===== src/rtl/clkcfg_pkg.sv =====
package clkcfg_pkg;

  localparam int NUM_DEV = 3;
  localparam int CFG_PER_DEV = 7;
  localparam logic [2:0] CFG_NOMOD = 3'd0;
  localparam logic [2:0] CFG_PLL_BASE = 3'd3;

  typedef struct packed {
    logic [2:0] dev_mask;
    logic [2:0] cfg_id;
  } plan_t;

  // Selects the configuration id and the group of devices from the straps.
  function automatic plan_t choose_plan(input logic present, input logic is_pll,
                                        input logic [1:0] sw);
    plan_t p;
    p.dev_mask = 3'b111;
    p.cfg_id   = CFG_NOMOD;
    if (present && (sw != 2'b00)) begin
      if (is_pll) begin
        p.cfg_id = CFG_PLL_BASE + {1'b0, sw};
      end else begin
        p.cfg_id   = {1'b0, sw};
        p.dev_mask = 3'b011;
      end
    end
    return p;
  endfunction

  function automatic logic [4:0] table_index(input logic [1:0] dev, input logic [2:0] cfg);
    return ({3'b000, dev} * 5'd7) + {2'b00, cfg};
  endfunction

  function automatic logic [1:0] rom_count(input logic [4:0] tidx);
    logic [4:0] n;
    n = tidx + 5'd1;
    return n[1:0];
  endfunction

  // Default table byte at offset off: offset 0 is the count, then address/data pairs.
  function automatic logic [7:0] rom_byte(input logic [1:0] dev, input logic [2:0] cfg,
                                          input logic [15:0] off);
    logic [15:0] k;
    logic [7:0]  reg_a;
    if (off == 16'd0) return {6'b000000, rom_count(table_index(dev, cfg))};
    k     = (off - 16'd1) >> 1;
    reg_a = {dev, cfg, k[2:0]};
    return off[0] ? reg_a : (reg_a ^ 8'h3C);
  endfunction

endpackage


===== src/rtl/clkcfg_plan.sv =====
module clkcfg_plan
  import clkcfg_pkg::*;
(
  input  logic       clk,
  input  logic       rst_n,
  input  logic       sample,
  input  logic       present,
  input  logic       is_pll,
  input  logic [1:0] sw,
  output plan_t      plan,
  output logic       valid
);

  logic       pres_q;
  logic       pll_q;
  logic [1:0] sw_q;

  always_ff @(posedge clk or negedge rst_n) begin
    if (!rst_n) begin
      pres_q <= 1'b0;
      pll_q  <= 1'b0;
      sw_q   <= 2'b00;
      valid  <= 1'b0;
    end else if (sample && !valid) begin
      pres_q <= present;
      pll_q  <= is_pll;
      sw_q   <= sw;
      valid  <= 1'b1;
    end
  end

  always_comb plan = choose_plan(pres_q, pll_q, sw_q);

endmodule


===== src/rtl/clkcfg_fetch.sv =====
module clkcfg_fetch
  import clkcfg_pkg::*;
#(
  parameter int EE_AW = 16,
  parameter int OFF_W = 9
) (
  input  logic             clk,
  input  logic             rst_n,
  input  logic             start,
  input  logic             use_ee,
  input  logic [EE_AW-1:0] addr_in,
  input  logic [1:0]       rom_dev,
  input  logic [2:0]       rom_cfg,
  input  logic [OFF_W-1:0] rom_off,
  output logic             done,
  output logic [7:0]       data,
  output logic             ee_req,
  output logic [EE_AW-1:0] ee_addr,
  input  logic             ee_ack,
  input  logic [7:0]       ee_data
);

  logic ee_hit;
  assign ee_hit = ee_req & ee_ack;

  always_ff @(posedge clk or negedge rst_n) begin
    if (!rst_n) begin
      done    <= 1'b0;
      data    <= 8'h00;
      ee_req  <= 1'b0;
      ee_addr <= '0;
    end else begin
      done <= 1'b0;
      if (ee_hit) begin
        ee_req <= 1'b0;
        data   <= ee_data;
        done   <= 1'b1;
      end else if (start) begin
        if (use_ee) begin
          ee_req  <= 1'b1;
          ee_addr <= addr_in;
        end else begin
          data <= rom_byte(rom_dev, rom_cfg, 16'(rom_off));
          done <= 1'b1;
        end
      end
    end
  end

endmodule


===== src/rtl/clkcfg_spi_port.sv =====
module clkcfg_spi_port #(
  parameter int NUM_DEV = 3
) (
  input  logic               clk,
  input  logic               rst_n,
  input  logic               start,
  input  logic [1:0]         dev,
  input  logic [7:0]         reg_addr,
  input  logic [7:0]         reg_data,
  output logic               accepted,
  output logic               spi_req,
  output logic [NUM_DEV-1:0] spi_cs,
  output logic [15:0]        spi_word,
  input  logic               spi_ack
);

  logic [NUM_DEV-1:0] cs_dec;

  for (genvar i = 0; i < NUM_DEV; i++) begin : g_dec
    assign cs_dec[i] = (dev == 2'(i));
  end

  assign accepted = spi_req & spi_ack;

  always_ff @(posedge clk or negedge rst_n) begin
    if (!rst_n) begin
      spi_req  <= 1'b0;
      spi_cs   <= '0;
      spi_word <= 16'h0000;
    end else if (accepted) begin
      spi_req <= 1'b0;
      spi_cs  <= '0;
    end else if (start && !spi_req) begin
      spi_req  <= 1'b1;
      spi_cs   <= cs_dec;
      spi_word <= {reg_addr, reg_data};
    end
  end

endmodule


===== src/rtl/clkcfg_seq.sv =====
module clkcfg_seq
  import clkcfg_pkg::*;
#(
  parameter int          EE_AW      = 16,
  parameter int          EE_BASE    = 15000,
  parameter int          TBL_STRIDE = 16,
  parameter int          SETTLE_CYC = 16,
  parameter logic [7:0]  SIG_LO     = 8'hA5,
  parameter logic [7:0]  SIG_HI     = 8'hCD
) (
  input  logic             clk,
  input  logic             rst_n,
  input  logic             mod_present,
  input  logic             mod_is_pll,
  input  logic [1:0]       sw,
  output logic             ee_req,
  output logic [EE_AW-1:0] ee_addr,
  input  logic             ee_ack,
  input  logic [7:0]       ee_data,
  output logic             spi_req,
  output logic [2:0]       spi_cs,
  output logic [15:0]      spi_word,
  input  logic             spi_ack,
  output logic             done
);

  localparam int SET_W = $clog2(SETTLE_CYC + 1);
  localparam int CNT_W = 8;
  localparam int OFF_W = CNT_W + 1;

  typedef enum logic [3:0] {
    S_SETTLE, S_SIG0, S_SIG1, S_NEXT, S_CNT, S_ADDR, S_DATA, S_WR, S_DONE
  } st_e;

  st_e              st;
  logic [SET_W-1:0] settle_cnt;
  logic [1:0]       dev_q;
  logic [CNT_W-1:0] pairs_left;
  logic [OFF_W-1:0] off_q;
  logic [7:0]       addr_b;
  logic             sig_lo_ok;
  logic             sig_ok;
  logic             issued;

  // Named internal events, used by the checker.
  logic        sample_evt;
  logic        wr_evt;
  logic        f_start;
  logic        f_done;
  logic [7:0]  f_data;
  logic        f_use_ee;
  logic [EE_AW-1:0] f_addr;
  plan_t       plan;
  logic        plan_valid;
  logic [2:0]  plan_mask;
  logic [3:0]  mask_x;
  logic        in_fetch;
  logic        spi_start;
  logic [31:0] tbl_addr;

  assign sample_evt = (st == S_SETTLE) && (settle_cnt == SET_W'(SETTLE_CYC - 1));
  assign plan_mask  = plan.dev_mask;
  assign mask_x     = {1'b0, plan.dev_mask};
  assign in_fetch   = (st == S_SIG0) || (st == S_SIG1) || (st == S_CNT) ||
                      (st == S_ADDR) || (st == S_DATA);
  assign f_start    = in_fetch && !issued;
  assign f_use_ee   = ((st == S_SIG0) || (st == S_SIG1)) ? 1'b1 : sig_ok;
  assign spi_start  = (st == S_DATA) && f_done;

  always_comb begin
    tbl_addr = 32'(EE_BASE) + 32'd2 +
               32'(table_index(dev_q, plan.cfg_id)) * 32'(TBL_STRIDE) + 32'(off_q);
    if (st == S_SIG0)      f_addr = EE_AW'(EE_BASE);
    else if (st == S_SIG1) f_addr = EE_AW'(EE_BASE + 1);
    else                   f_addr = tbl_addr[EE_AW-1:0];
  end

  clkcfg_plan u_plan (
    .clk     (clk),
    .rst_n   (rst_n),
    .sample  (sample_evt),
    .present (mod_present),
    .is_pll  (mod_is_pll),
    .sw      (sw),
    .plan    (plan),
    .valid   (plan_valid)
  );

  clkcfg_fetch #(.EE_AW(EE_AW), .OFF_W(OFF_W)) u_fetch (
    .clk     (clk),
    .rst_n   (rst_n),
    .start   (f_start),
    .use_ee  (f_use_ee),
    .addr_in (f_addr),
    .rom_dev (dev_q),
    .rom_cfg (plan.cfg_id),
    .rom_off (off_q),
    .done    (f_done),
    .data    (f_data),
    .ee_req  (ee_req),
    .ee_addr (ee_addr),
    .ee_ack  (ee_ack),
    .ee_data (ee_data)
  );

  clkcfg_spi_port #(.NUM_DEV(NUM_DEV)) u_spi (
    .clk      (clk),
    .rst_n    (rst_n),
    .start    (spi_start),
    .dev      (dev_q),
    .reg_addr (addr_b),
    .reg_data (f_data),
    .accepted (wr_evt),
    .spi_req  (spi_req),
    .spi_cs   (spi_cs),
    .spi_word (spi_word),
    .spi_ack  (spi_ack)
  );

  always_ff @(posedge clk or negedge rst_n) begin
    if (!rst_n) begin
      st         <= S_SETTLE;
      settle_cnt <= '0;
      dev_q      <= 2'd0;
      pairs_left <= '0;
      off_q      <= '0;
      addr_b     <= 8'h00;
      sig_lo_ok  <= 1'b0;
      sig_ok     <= 1'b0;
      issued     <= 1'b0;
      done       <= 1'b0;
    end else begin
      if (f_start) issued <= 1'b1;
      if (f_done)  issued <= 1'b0;
      case (st)
        S_SETTLE: begin
          if (sample_evt) st <= S_SIG0;
          else            settle_cnt <= settle_cnt + 1'b1;
        end
        S_SIG0: if (f_done) begin
          sig_lo_ok <= (f_data == SIG_LO);
          st        <= S_SIG1;
        end
        S_SIG1: if (f_done) begin
          sig_ok <= sig_lo_ok && (f_data == SIG_HI);
          st     <= S_NEXT;
        end
        S_NEXT: begin
          if (dev_q == 2'd3) begin
            st   <= S_DONE;
            done <= 1'b1;
          end else if (mask_x[dev_q]) begin
            off_q <= '0;
            st    <= S_CNT;
          end else begin
            dev_q <= dev_q + 2'd1;
          end
        end
        S_CNT: if (f_done) begin
          if (f_data == 8'h00) begin
            dev_q <= dev_q + 2'd1;
            st    <= S_NEXT;
          end else begin
            pairs_left <= f_data;
            off_q      <= OFF_W'(1);
            st         <= S_ADDR;
          end
        end
        S_ADDR: if (f_done) begin
          addr_b <= f_data;
          off_q  <= off_q + 1'b1;
          st     <= S_DATA;
        end
        S_DATA: if (f_done) begin
          off_q <= off_q + 1'b1;
          st    <= S_WR;
        end
        S_WR: if (wr_evt) begin
          if (pairs_left == CNT_W'(1)) begin
            dev_q <= dev_q + 2'd1;
            st    <= S_NEXT;
          end else begin
            pairs_left <= pairs_left - 1'b1;
            st         <= S_ADDR;
          end
        end
        S_DONE: st <= S_DONE;
        default: st <= S_SETTLE;
      endcase
    end
  end

endmodule


===== config.mk =====
export PLATFORM = sky130hd
export DESIGN_NAME = clkcfg_seq
export DESIGN_NICKNAME = d
export VERILOG_FILES = /design/src/rtl/clkcfg_pkg.sv /design/src/rtl/clkcfg_plan.sv /design/src/rtl/clkcfg_fetch.sv /design/src/rtl/clkcfg_spi_port.sv /design/src/rtl/clkcfg_seq.sv
export SDC_FILE = /design/constraint.sdc
export NUM_CORES = 1
export LEC_CHECK = 0
export ABC_AREA = 1
export BUFFER_PORTS_ARGS = -buffer_cell sky130_fd_sc_hd__buf_2
export CELL_PAD_IN_SITES_DETAIL_PLACEMENT = 2
export CELL_PAD_IN_SITES_GLOBAL_PLACEMENT = 2
export CORE_AREA = 10 10 115 158
export DETAILED_ROUTE_END_ITERATION = 8
export DIE_AREA = 0 0 125 168
export MAX_ROUTING_LAYER = met4
export PLACE_DENSITY_LB_ADDON = 0.3
export SLEW_MARGIN = 20
export SYNTH_ARGS = -nofsm -noshare
export SYNTH_HDL_FRONTEND = slang
export SYNTH_SLANG_ARGS = --single-unit

===== constraint.sdc =====
create_clock -name clk -period 5 [get_ports clk]
set_clock_uncertainty 0.05 [all_clocks]
set_input_delay 1.5 -clock clk [delete_from_list [all_inputs] [get_ports clk]]
set_output_delay 1.5 -clock clk [all_outputs]
set_load 0.02 [all_outputs]

Word level (Yosys, flattened, before mapping):

Cells that the tools add are included.

* add/subtract/negate cells: 10
* multiply operators: 1
* $lt $le $gt $ge: 1
* equality and inequality tests: 32
* multiplexer cells: 60
* bitwise gates (word level): 6
* reductions and logical operators: 40

Operators by type and width (number)
* $mux W8: 9
* $mux W9: 5
* $mux W4: 9
* $pmux W4 S9: 1
* $mux W16: 2
* $pmux W9 S3: 1
* $ne A2 B1 Y1 const B: 10
* $mux W3: 6
* $add A15 B9 Y16: 1
* $eq A4 B3 Y1 const B: 4
* $eq A8 B8 Y1 const B: 2
* $mux W1: 16
* $pmux W8 S2: 1
* $reduce_and A2 Y1: 8
* $add A14 B9 Y15 const A: 1
* $mux W2: 6
* $mux W6: 2
* $ne A2 B2 Y1 const B: 6
* $reduce_bool A2 Y1: 6
* $add A9 B1 Y9 const B: 1
* $logic_not A9 Y1: 1
* $eq A4 B2 Y1 const B: 2
* $eq A8 B1 Y1 const B: 1
* $logic_not A8 Y1: 1
* 31 further kinds: 48

* register bits: 91
* bits of input ports: 16
* output and inout port bits: 38
* word-level logic and storage cells: 171

Depth between registers and ports, before layout:

* depth in word-level cells: 12
* gate-level depth with buffers: 21
* gate-level depth less buffers: 21

Cells and area by module:

A second synthesis with hierarchy kept.

* cells, all modules: 697
* area, all modules: 5432.7 um2

Modules (own cells, without submodules)
* clkcfg_seq: times used 1, cells each 431, area each 3007.9 um2, seq. area each 1001.0 um2
* clkcfg_fetch: times used 1, cells each 135, area each 1336.3 um2, seq. area each 650.6 um2
* clkcfg_spi_port: times used 1, cells each 90, area each 797.0 um2, seq. area each 500.5 um2
* clkcfg_plan: times used 1, cells each 41, area each 291.5 um2, seq. area each 125.1 um2

Least setup slack after synthesis:

Ideal clock, no wire load.

* path type: reg-to-reg
* start point: register u_plan.sw_q[0]
* end point: register u_fetch.ee_addr[9]
* library setup time: 116 ps
* arrival time: 3420 ps
* required time: 4834 ps
* path slack: 1413 ps
* stages on the path, launching flop included: 19
* path buffers: 0
* period minus slack after synthesis: 3587 ps
* path through: dfrtp_1 > inv_1 > ha_1 > o21ai_0 > nand2_1 > fa_1 > inv_1 > ha_1 > fa_1 > xnor2_1 > ha_1 > fa_1 > inv_1 > a21oi_1 > nand3_1 > nand2_1 > nand3_1 > nand2_1 > nand2_1

* word-level cells in the longest chain between the ends: 8
* elaborated cells on any way between the ends: 10
* those cells by class: add/sub (4); mux (4); reduce/logical (2)

RTL lines
* start, declared: line clkcfg_plan.sv:16 `logic [1:0] sw_q;`
* start signal, assigned: line clkcfg_plan.sv:27 `sw_q <= sw;`
* $add A2 B2 Y3 / $reduce_bool A2 Y1 (equally long branches): line clkcfg_pkg.sv:21, clkcfg_pkg.sv:19
* $mux W3 / $logic_and A1 B1 Y1 (equally long branches): line clkcfg_pkg.sv:20, clkcfg_pkg.sv:19
* $mux W6 (*): line clkcfg_pkg.sv:19 `if (present && (sw != 2'b00)) begin`
* $add A5 B3 Y5 (*)
* $add A14 B9 Y15 (*): line clkcfg_seq.sv:71 `tbl_addr = 32'(EE_BASE) + 32'd2 +`
* $add A15 B9 Y16 (*): line clkcfg_seq.sv:72 `32'(table_index(dev_q, plan.cfg_id)) * 32'(TBL_STRIDE) + 32'(off_q);`
* $mux W16 (*): line clkcfg_seq.sv:74 `else if (st == S_SIG1) f_addr = EE_AW'(EE_BASE + 1);`
* $mux W16 (*): line clkcfg_seq.sv:73 `if (st == S_SIG0) f_addr = EE_AW'(EE_BASE);`
* end signal, assigned: line clkcfg_fetch.sv:41 `ee_addr <= addr_in;`
* end, declared: line clkcfg_fetch.sv:18 `output logic [EE_AW-1:0] ee_addr,`

Every way passes the cells marked *; elsewhere a longest branch is shown, timed or not.
A chain may end at the register's enable or synchronous reset.

Worst setup path in the final report:

Ends and elaborated chain as after synthesis.

==> Implementation_results.wiki <==
{| class="wikitable"
! Metric !! Value
|-
| Outcome || finished clean
|-
| WHS Path Cells || 2
|-
| Class of the worst hold path || reg2reg
|-
| Number of CTS-inserted buffers || 9
|-
| Mean Syn Cell Area || 7.57 um^2
|-
| Power density of the placed cells || 632 nW/um^2
|-
| Die Span Y || 168 um
|-
| Final number of max-transition violations || 0
|-
| Required time of the critical path || 5.20 ns
|-
| Max-slew headroom at the worst pin || 38.6%
|-
| Nature of the critical path startpoint || register
|-
| Distinct cell type count of the synthesized netlist || 35
|-
| DR vias || 4695
|-
| Mapped Cells || 687
|-
| Kind of end point of the critical path || register
|-
| Final Critical Period || 4.01 ns
|-
| Startpoint of the most critical register-to-register path || u_plan.sw_q[0]
|-
| Yosys warns || 0
|-
| Total half-perimeter wirelength after legalization and detailed placement || 13100 um
|-
| Number of antenna-violating nets in the routed design || 0
|-
| Clock tree from TritonCTS || built
|-
| Final net count || 789
|-
| Share of post-route cells with drive strength above 1 || 12.7%
|-
| Hold path start || u_plan.valid
|-
| Count of inserted antenna diode cells || 0
|-
| Detailed Route Iter0 Violations || 278
|-
| Summed negative setup slack over all endpoints || 0 ns
|-
| Sequential-to-total area share from yosys stat || 41.9%
|-
| Share of power burned in registers || 29.5%
|-
| Number of maximum-capacitance violations || 0
|-
| Leakage || 3.14 nW
|-
| Critical Setup Path Class || reg2reg
|-
| Root buffer cell || sky130_fd_sc_hd__clkbuf_16
|-
| Net switching fraction of the power || 49.5%
|-
| Average via count per standard cell || 5.01
|-
| CTS hold repair buffers || 0
|-
| Max frequency || 0.249 GHz
|-
| Setup repair bufs after CTS || 0
|-
| Internal portion of total power || 0.00190 W
|-
| Starting density of the core || 33.7%
|-
| Global router's overall resource usage || 16.4%
|-
| Post-cts repair resize count || 0
|-
| Total Routed Length || 16600 um
|-
| Drt pass-1 iters || 4
|-
| Global-route wire length before repair || 27500 um
|-
| Clock Power Share || 18.4%
|-
| Setup Slack @ Placement || 1.01 ns
|-
| Combinational fraction of design power || 52.1%
|-
| Setup slack on the worst flop-to-flop path || 0.99 ns
|-
| Maximum vdd drop || 0.181 mV
|-
| Most used cells in the layout excluding fill and tap cells || sky130_fd_sc_hd__nand2_1 (226), sky130_fd_sc_hd__dfrtp_1 (87), sky130_fd_sc_hd__inv_1 (78), sky130_fd_sc_hd__nand3_1 (67)
|-
| Critical Path AT || 4.22 ns
|-
| Post-synthesis sequential element count || 87
|-
| Number of fill cells || 1837
|-
| RSZ-0062 raised after global routing || no
|-
| Total gr overflow || 0
|-
| Capture point of the worst reg-to-reg path || u_fetch.ee_addr[9]
|-
| Hold Crit Endpoint || u_plan.valid
|-
| Worst-case setup margin in the final layout || 0.985 ns
|-
| Pin count of the biggest net entering global routing || 63
|-
| Initial antenna violation count || 0
|-
| RD Place Congestion || 0.843
|-
| Number of design rule violations left after detail routing || 0
|-
| Fin crit share || 80.3%
|-
| Final hold violation count || 0
|-
| Horizontal extent of the die || 125 um
|-
| Transition at the pin with the smallest max-transition slack || 0.917 ns
|-
| Most common library cell in the layout ignoring fill and taps || sky130_fd_sc_hd__nand2_1
|-
| Worst-skew pair later-pin latency || 0.36 ns
|-
| Synthesis-to-finish area growth || 14.2%
|-
| Worst-path maximum fanout || 4
|-
| Die ar. || 21000 um^2
|-
| Area of the mapped netlist || 5200 um^2
|-
| Count of cells along the worst register-to-register path || 18
|-
| Clock transition at the registers of the reported paths || 0.08 ns
|-
| Clock Sink Count || 87
|-
| Top-level I/O count || 54
|-
| Number of rows in the core area || 54
|-
| H-tree levels || 3
|-
| Final setup violating endpoints || 0
|-
| Core area || 15400 um^2
|-
| P_sw || 0.00186 W
|-
| Routed wire per std cell || 17.7 um
|-
| Via count of the first global-routing pass || 5186
|-
| Port buffer count || 51
|-
| Longest Clk Path Bufs || 2
|}
==> worst max path at each step <==
stage | startpoint | end | slack [ns] | depth (start not counted)
after floorplan | u_plan.sw_q[0] | u_fetch.ee_addr[9] | 1.41 | 18
after global placement | u_plan.sw_q[0] | u_fetch.ee_addr[9] | 1.14 | 18
after detailed placement | u_plan.sw_q[0] | u_fetch.ee_addr[9] | 1.01 | 18
after CTS | u_plan.sw_q[0] | u_fetch.ee_addr[9] | 0.97 | 18
after global routing | u_plan.sw_q[0] | u_fetch.ee_addr[9] | 0.69 | 18
final | u_plan.sw_q[0] | u_fetch.ee_addr[9] | 0.99 | 18
==> synth_stat cells <==
library cell | number | area, um^2
sky130_fd_sc_hd__a31oi_1 | 2 | 12.5
sky130_fd_sc_hd__o2bb2ai_1 | 1 | 8.76
sky130_fd_sc_hd__nand3_1 | 67 | 335
sky130_fd_sc_hd__o22ai_1 | 1 | 6.26
sky130_fd_sc_hd__buf_2 | 4 | 20.0
sky130_fd_sc_hd__nand2_1 | 226 | 848
sky130_fd_sc_hd__a21oi_1 | 9 | 45.0
sky130_fd_sc_hd__or2_1 | 1 | 6.26
sky130_fd_sc_hd__buf_4 | 5 | 37.5
sky130_fd_sc_hd__xnor2_1 | 9 | 78.8
sky130_fd_sc_hd__nor2_4 | 3 | 33.8
sky130_fd_sc_hd__nand4_1 | 7 | 43.8
sky130_fd_sc_hd__mux2_2 | 1 | 11.3
sky130_fd_sc_hd__dfrtp_1 | 87 | 2180
sky130_fd_sc_hd__nor3b_1 | 1 | 7.51
sky130_fd_sc_hd__fa_1 | 4 | 80.1
sky130_fd_sc_hd__clkinv_1 | 1 | 3.75
sky130_fd_sc_hd__nand3_2 | 3 | 30.0
sky130_fd_sc_hd__nor3_1 | 2 | 10.0
sky130_fd_sc_hd__nand2_2 | 5 | 31.3
sky130_fd_sc_hd__nor3_2 | 1 | 10.0
sky130_fd_sc_hd__inv_2 | 7 | 26.3
sky130_fd_sc_hd__ha_1 | 32 | 400
sky130_fd_sc_hd__conb_1 | 1 | 3.75
sky130_fd_sc_hd__nand4_4 | 1 | 21.3
sky130_fd_sc_hd__xor2_1 | 6 | 52.6
sky130_fd_sc_hd__nand3b_1 | 4 | 30.0
sky130_fd_sc_hd__nor2_2 | 4 | 25.0
sky130_fd_sc_hd__clkbuf_1 | 5 | 18.8
sky130_fd_sc_hd__o21ai_1 | 6 | 30.0
sky130_fd_sc_hd__o21ai_0 | 50 | 250
sky130_fd_sc_hd__buf_1 | 1 | 3.75
sky130_fd_sc_hd__o31ai_1 | 3 | 22.5
sky130_fd_sc_hd__nor2_1 | 49 | 184
sky130_fd_sc_hd__inv_1 | 78 | 293
==> cell families (layout without fill, tap and decap cells) <==
family | count (synthesis) | in the layout | synth area share [%]
AO/OA/AOI/OAI | 72 | 72 | 7.22
XOR/XNOR | 15 | 15 | 2.53
adder cells (fa/ha/maj) | 36 | 36 | 9.24
buffers and inverters | 101 | 155 | 7.75
flip-flops | 87 | 87 | 41.9
multiplexers | 1 | 1 | 0.217
other | 1 | 2 | 0.0721
AND/OR/NAND/NOR | 374 | 374 | 31.1
==> registers in the layout (all words and copies together), names as in the netlist <==
name	cells
off_q	9
dev_q	2
u_fetch.done	1
done	1
u_fetch.ee_addr	12
u_plan.sw_q	2
sig_lo_ok	1
u_spi.spi_req	1
u_plan.valid	1
issued	1
addr_b	8
u_fetch.ee_req	1
u_plan.pres_q	1
st	4
u_spi.spi_cs	3
sig_ok	1
u_plan.pll_q	1
u_fetch.data	8
pairs_left	8
u_spi.spi_word	16
settle_cnt	5
==> power by group through the flow <==
| stage | sequential, W | clock (W) | combinational, W |
|---|---|---|---|
| 2_1_floorplan | 0.00117 | 0 | 0.00128 |
| 3_3_place_gp | 0.00111 | 0 | 0.00188 |
| 3_5_place_dp | 0.00112 | 0 | 0.00197 |
| 4_1_cts | 0.00111 | 0.000701 | 0.00200 |
| 5_1_grt | 0.00114 | 0.000734 | 0.00224 |
| 6_report | 0.00111 | 0.000690 | 0.00196 |
==> routing by layer <==
layer / up-vias / track usage [%] / wire (um)
li1: 2273 / - / -
met1: 2352 / 16.6 / 6420
met2: 49 / 31.7 / 9540
met3: 21 / 2.20 / 362
met4: 0 / 4.87 / 272
met5: - / - / 0
==> metrics by stage <==
step / cell area [um^2] / std cells / hold WS (ns) / power, W / util (%)
detailed placement: 5640 / 922 / 0.404 / 0.00310 / 36.6
global placement: 5640 / 922 / 0.384 / 0.00298 / 36.6
global route: 5940 / 938 / 0.450 / 0.00411 / 38.6
finish: 5940 / 938 / 0.413 / 0.00375 / 38.6
CTS: 5940 / 938 / 0.419 / 0.00381 / 38.6
floorplan: 5200 / 688 / 0.372 / 0.00245 / -
==> area by class of cell <==
cell class / instances / area, um^2 / share of cell area [%]
Multi-Input combinational cell: 500 / 2620 / 44.2
Tap cell: 196 / 245 / 4.13
Inverter: 86 / 323 / 5.44
Timing Repair Buffer: 53 / 273 / 4.59
Clock buffer: 9 / 225 / 3.79
Clock inverter: 7 / 73.8 / 1.24
Sequential cell: 87 / 2180 / 36.7
==> worst max-delay path, cell delays in order, from the launching register on <==
cell	delay [ns]
sky130_fd_sc_hd__dfrtp_1	0.39
sky130_fd_sc_hd__inv_1	0.12
sky130_fd_sc_hd__ha_1	0.25
sky130_fd_sc_hd__o21ai_0	0.24
sky130_fd_sc_hd__nand2_1	0.14
sky130_fd_sc_hd__fa_1	0.53
sky130_fd_sc_hd__inv_1	0.05
sky130_fd_sc_hd__ha_1	0.22
sky130_fd_sc_hd__fa_1	0.38
sky130_fd_sc_hd__xnor2_1	0.14
sky130_fd_sc_hd__ha_1	0.22
sky130_fd_sc_hd__fa_1	0.58
sky130_fd_sc_hd__inv_1	0.09
sky130_fd_sc_hd__a21oi_1	0.19
sky130_fd_sc_hd__nand3_1	0.10
sky130_fd_sc_hd__nand2_1	0.06
sky130_fd_sc_hd__nand3_1	0.06
sky130_fd_sc_hd__nand2_1	0.07
sky130_fd_sc_hd__nand2_1	0.05
(Power assumes the default switching activity.)
